$ cat config.mk
export PLATFORM = sky130hd
export DESIGN_NAME = adc_frame_reader
export DESIGN_NICKNAME = d
export VERILOG_FILES = /design/src/rtl/adc_frm_pkg.sv /design/src/rtl/adc_frm_halfdiv.sv /design/src/rtl/adc_frm_seq.sv /design/src/rtl/adc_frm_capture.sv /design/src/rtl/adc_frame_reader.sv
export SDC_FILE = /design/constraint.sdc
export NUM_CORES = 1
export LEC_CHECK = 0
export ABC_AREA = 1
export CORE_ASPECT_RATIO = 0.8
export CORE_MARGIN = 3
export CORE_UTILIZATION = 45
export CTS_CLUSTER_SIZE = 25
export DETAILED_ROUTE_END_ITERATION = 16
export DONT_BUFFER_PORTS = 1
export PLACE_DENSITY = 0.72
export SLEW_MARGIN = 5
export SYNTH_ARGS = -nofsm -noshare
export SYNTH_HDL_FRONTEND = slang
export SYNTH_SLANG_ARGS = --single-unit
$ cat constraint.sdc
create_clock -name clk -period 1.85 [get_ports clk]
set_clock_uncertainty 0.05 [all_clocks]
set_input_delay 0.2775 -clock clk [delete_from_list [all_inputs] [get_ports clk]]
set_output_delay 0.2775 -clock clk [all_outputs]
set_load 0.005 [all_outputs]
$ cat src/rtl/adc_frm_pkg.sv
package adc_frm_pkg;

  localparam int FRAME_BITS = 16;
  localparam int LEAD_BITS  = 4;
  localparam int NB_W       = $clog2(FRAME_BITS + 1);

  typedef enum logic [1:0] {
    ST_IDLE,
    ST_SETUP,
    ST_SHIFT,
    ST_QUIET
  } frm_state_e;

  // any of the four leading bits set
  function automatic logic lead_bad(input logic [FRAME_BITS-1:0] w);
    return |w[FRAME_BITS-1 -: LEAD_BITS];
  endfunction

  // result bits that follow the leading zeros, right aligned
  function automatic logic [11:0] pick_result(input logic [FRAME_BITS-1:0] w,
                                              input int unsigned res_bits);
    if (res_bits == 10) return {2'b00, w[11:2]};
    return w[11:0];
  endfunction

endpackage

$ cat src/rtl/adc_frm_halfdiv.sv
module adc_frm_halfdiv #(
  parameter int HALF_DIV = 3
) (
  input  logic clk,
  input  logic rst_n,
  input  logic run,
  output logic half_tick
);
  localparam int HW = (HALF_DIV > 1) ? $clog2(HALF_DIV) : 1;

  logic [HW-1:0] cnt;

  assign half_tick = run && (cnt == HW'(HALF_DIV - 1));

  always_ff @(posedge clk or negedge rst_n) begin
    if (!rst_n)                cnt <= '0;
    else if (!run || half_tick) cnt <= '0;
    else                        cnt <= cnt + 1'b1;
  end
endmodule

$ cat src/rtl/adc_frm_seq.sv
module adc_frm_seq
  import adc_frm_pkg::*;
#(
  parameter int SETUP_CYC = 2,
  parameter int QUIET_CYC = 4
) (
  input  logic clk,
  input  logic rst_n,
  input  logic req,
  input  logic half_tick,
  output logic run,
  output logic cs_n,
  output logic sclk,
  output logic ready,
  output logic fall_evt,
  output logic frame_done
);
  localparam int CMAX = (SETUP_CYC > QUIET_CYC) ? SETUP_CYC : QUIET_CYC;
  localparam int CW   = $clog2(CMAX + 1);

  frm_state_e      st;
  logic [CW-1:0]   cnt;
  logic [NB_W-1:0] nbits;
  logic            sclk_q;
  logic            setup_end, quiet_end, high_end;

  assign setup_end  = (st == ST_SETUP) && (cnt == CW'(SETUP_CYC - 1));
  assign quiet_end  = (st == ST_QUIET) && (cnt == CW'(QUIET_CYC - 1));
  assign high_end   = (st == ST_SHIFT) && half_tick && sclk_q;
  assign frame_done = high_end && (nbits == NB_W'(FRAME_BITS));
  assign fall_evt   = setup_end || (high_end && (nbits != NB_W'(FRAME_BITS)));

  assign run   = (st == ST_SHIFT);
  assign cs_n  = (st == ST_IDLE) || (st == ST_QUIET);
  assign ready = (st == ST_IDLE);
  assign sclk  = sclk_q;

  always_ff @(posedge clk or negedge rst_n) begin
    if (!rst_n) begin
      st     <= ST_IDLE;
      cnt    <= '0;
      nbits  <= '0;
      sclk_q <= 1'b1;
    end else begin
      case (st)
        ST_IDLE: begin
          cnt   <= '0;
          nbits <= '0;
          if (req) st <= ST_SETUP;
        end
        ST_SETUP: begin
          if (setup_end) begin
            st  <= ST_SHIFT;
            cnt <= '0;
          end else begin
            cnt <= cnt + 1'b1;
          end
        end
        ST_SHIFT: begin
          if (half_tick && !sclk_q) sclk_q <= 1'b1;
          if (frame_done)           st     <= ST_QUIET;
        end
        default: begin
          if (quiet_end) st <= ST_IDLE;
          else           cnt <= cnt + 1'b1;
        end
      endcase
      if (fall_evt) begin
        sclk_q <= 1'b0;
        nbits  <= nbits + 1'b1;
      end
    end
  end
endmodule

$ cat src/rtl/adc_frm_capture.sv
module adc_frm_capture
  import adc_frm_pkg::*;
#(
  parameter int RES_BITS = 12
) (
  input  logic                clk,
  input  logic                rst_n,
  input  logic                sdata,
  input  logic                fall_evt,
  input  logic                frame_done,
  output logic [RES_BITS-1:0] sample,
  output logic                valid,
  output logic                ferr
);
  logic [FRAME_BITS-1:0] shreg;
  logic [11:0]           picked;

  assign picked = pick_result(shreg, RES_BITS);

  always_ff @(posedge clk or negedge rst_n) begin
    if (!rst_n) begin
      shreg  <= '0;
      sample <= '0;
      valid  <= 1'b0;
      ferr   <= 1'b0;
    end else begin
      valid <= frame_done;
      if (fall_evt) shreg <= {shreg[FRAME_BITS-2:0], sdata};
      if (frame_done) begin
        sample <= picked[RES_BITS-1:0];
        ferr   <= lead_bad(shreg);
      end
    end
  end
endmodule

$ cat src/rtl/adc_frame_reader.sv
module adc_frame_reader #(
  parameter int HALF_DIV  = 3,
  parameter int SETUP_CYC = 2,
  parameter int QUIET_CYC = 4,
  parameter int RES_BITS  = 12
) (
  input  logic                clk,
  input  logic                rst_n,
  input  logic                req_i,
  output logic                ready_o,
  output logic                cs_n_o,
  output logic                sclk_o,
  input  logic                sdata_i,
  output logic [RES_BITS-1:0] sample_o,
  output logic                valid_o,
  output logic                frame_err_o
);
  // named internal events
  logic run_w;
  logic half_tick_w;
  logic fall_evt_w;
  logic frame_done_w;

  adc_frm_halfdiv #(.HALF_DIV(HALF_DIV)) u_div (
    .clk       (clk),
    .rst_n     (rst_n),
    .run       (run_w),
    .half_tick (half_tick_w)
  );

  adc_frm_seq #(.SETUP_CYC(SETUP_CYC), .QUIET_CYC(QUIET_CYC)) u_seq (
    .clk        (clk),
    .rst_n      (rst_n),
    .req        (req_i),
    .half_tick  (half_tick_w),
    .run        (run_w),
    .cs_n       (cs_n_o),
    .sclk       (sclk_o),
    .ready      (ready_o),
    .fall_evt   (fall_evt_w),
    .frame_done (frame_done_w)
  );

  adc_frm_capture #(.RES_BITS(RES_BITS)) u_cap (
    .clk        (clk),
    .rst_n      (rst_n),
    .sdata      (sdata_i),
    .fall_evt   (fall_evt_w),
    .frame_done (frame_done_w),
    .sample     (sample_o),
    .valid      (valid_o),
    .ferr       (frame_err_o)
  );
endmodule

==> flow_summary.ini <==
[cells_and_area]
fin_nets = 240
antennaDiodeCount = 0
regArea_um2 = 1077
area_delta_synth_final_pct = 10.07
multiInputGateArea_um2 = 763.2
drive_above_1_share_pct = 13.22
nFillCells = 365

[power]
p_leak_nw = 1.162
total_power_mw = 2.670
power_frac_clock_pct = 27.2
switching_share_pct = 33.99
p_per_area_nw_per_um2 = 1220
p_int_mw = 1.763
p_switching_mw = 0.9074
p_seq_share_pct = 45.3
irDropWorstVdd_mv = 0.5849
combPwrFrac_pct = 27.5

[setup_path]
worstSetupEndpointType = register
cp-start-kind = register
r2r_setup_slack_ns = 0.16
max_stage_delay_ns = 0.42
arrival_ns = 1.87
reg2reg_from = u_seq.st[0]
worst_ep_required_time_ns = 2.03
path_max_fanout = 22
path_cells = inv_1, ha_1, nand2_2, nor2_4, o21ai_2, nand2_2, buf_12, nand2_1, o21ai_2
crit_slowest_cell = dfrtp_1
worst-r2r-cell-count = 9
reg2reg_to = u_cap.shreg[8]
worstSetupPathType = register to register

[synthesis]
yosysUniqueCellTypes = 22
yosysWarnings = 0
ys_seq_area_share_pct = 54.19
syn_nets = 234
ys_ff_latch = 43
syn_inst = 220
netlist_area_um2 = 1988
synth_area_per_cell_um2 = 9.037

[place]
port-buffer-count = 0
hpwl_um = 2334
routabilityCongestion = 0.7346

[routing]
ant_nets = 0
drt_iter0_drc = 59
route.vias.total = 1396
wl_per_cell_um = 11.99
drt-total-wl_um = 3381
drc = 0
drt_first_pass_iters = 4
vias_per_cell = 4.950

[grt]
grt_pass1_wl_um = 6161
grt_pass1_vias = 1395
grt_antenna_before_repair = 0
overflow = 0
grt_usage_pct = 15.27
grt_max_degree = 44

[die]
die_w_um = 80.32
start_util_pct = 49.35
rows = 20
die_h_um = 65.45
fp.dieArea_um2 = 5257
num_io_pins = 21
core_area_um2 = 4029

[status]
status = finished, final reports clean

[clock_tree]
clk_latency_ns = 0.30
cts-root-buf = clkbuf_8
clkSinkCount = 43
h-tree-depth = 2
numCtsBuffers = 5
cts_tree = yes
clk_path_buf_depth = 2
path_clk_slew_ns = 0.08

[sta]
fin_crit_sh_pct = 91.36
slew_headroom_pct = 84.20
drv_slew = 0
hold_ws_ns = 0.04214
tns_ns = 0
period_needed_ns = 1.690
rsz0062_at_grt = no
worstMarginPinSlew_ns = 0.2367
max_freq_ghz = 0.5917
setup_violations = 0
hold_viol = 0

[hold_path]
min_from = sdata_i
hold_class = primary input to register
hold_path_depth = 2
min_to = u_cap.shreg[0]

[job]
maxCapViolCount = 0
sequential cells by signal, indices dropped and copies added (netlist names):
register      cells
u_cap.valid       1
u_div.cnt         2
u_cap.sample     12
u_seq.cnt         3
u_seq.sclk        1
u_cap.ferr        1
u_seq.nbits       5
u_cap.shreg      16
u_seq.st          2
layout make-up:
type,instances,area share (%)
flip-flops and latches,43,49.23
multi-input cells,145,34.88
inverters,25,4.288
well taps,55,3.145
repair buffers,6,3.316
clock buffers,5,3.145
clock inverters,3,2.001
worst max path at each step:
stage                startpoint         endpoint  depth (start not counted)
global route        u_seq.st[0]  u_cap.shreg[10]                          9
detailed placement  u_seq.st[0]       u_cap.ferr                          8
CTS                 u_seq.st[0]      u_seq.st[0]                          9
global placement    u_seq.st[0]       u_cap.ferr                          8
floorplan           u_seq.st[0]      u_seq.st[0]                         10
finish              u_seq.st[0]   u_cap.shreg[8]                          9
kinds of logic (layout without fill, tap and decap cells):
logic type               count (synthesis)  in the layout  share of synthesized area [%]
AND/OR/NAND/NOR                        111            111                          23.41
flip-flops                              43             43                          54.19
buffers and inverters                   32             39                          7.677
AO/OA/AOI/OAI                           21             21                          7.112
adder cells (fa/ha/maj)                 10             10                          6.293
XOR/XNOR                                 3              3                          1.322
per-stage QoR:
stage | util (%) | cells | cell area (µm²) | setup WS, ns
2_1_floorplan | - | 220 | 1988 | 0.3941
3_3_place_gp | 50.65 | 272 | 2041 | 0.2003
3_5_place_dp | 50.65 | 272 | 2041 | 0.1699
4_1_cts | 54.19 | 282 | 2183 | 0.1516
5_1_grt | 54.32 | 282 | 2188 | 0.02690
6_report | 54.32 | 282 | 2188 | 0.1598
cells in the final DEF (no fill, tap or decap), types with 3 or more instances in the layout:
cell,n
buf_4,3
clkbuf_8,5
dfrtp_1,42
ha_1,10
inv_1,23
nand2_1,81
nand2_2,3
nand3_1,13
nand4_1,5
nor2_1,5
o21ai_0,3
o21ai_1,6
o21ai_2,9
synth_stat cells (all sizes together):
| cell type | number | area share, % |
|---|---|---|
| nand3 | 13 | 3.3 |
| buf | 6 | 2.8 |
| nor3 | 2 | 0.50 |
| nand2 | 85 | 17 |
| ha | 10 | 6.3 |
| clkbuf | 1 | 0.19 |
| nand4 | 5 | 1.6 |
| xnor2 | 1 | 0.44 |
| nor2 | 6 | 1.5 |
| inv | 25 | 4.7 |
| o31ai | 1 | 0.38 |
| dfstp | 1 | 1.3 |
| dfrtp | 42 | 53 |
| xor2 | 2 | 0.88 |
| o21ai | 18 | 6.2 |
| a21oi | 2 | 0.50 |
routing by layer:
layer	GRT usage, %	up-vias	part of all wire, %
li1	-	696	-
met5	0	-	0
met2	24.28	25	46
met3	4.110	8	4.3
met1	19.72	667	48
met4	6.329	0	1.8
timing repair:
| item | 4_1_cts | 5_1_grt |
|---|---|---|
| hold buffers | 2 | 0 |
| gates resized for setup | 0 | 1 |
| setup buffers | 0 | 0 |
| endpoints found under the setup margin | 0 | 2 |
| endpoints found under the hold margin | 43 | 0 |
worst max-delay path: cells and delay by family, from the launching register on:
family	cells	cell delay, ns
AOI/OAI and AO/OA	2	0.14
DFF	1	0.42
and+or+nand+nor	4	0.49
adders and majority gates	1	0.24
buffers and inverters	2	0.29
power by group through the flow:
stage                     combinational, mW  clock [mW]  sequential (mW)
after floorplan                       0.585           0             1.20
after global placement                0.697           0             1.22
after detailed placement              0.719           0             1.23
after CTS                             0.751       0.756             1.21
after global routing                  0.874       0.800             1.24
final                                 0.735       0.726             1.21
(Power assumes the default switching activity.)
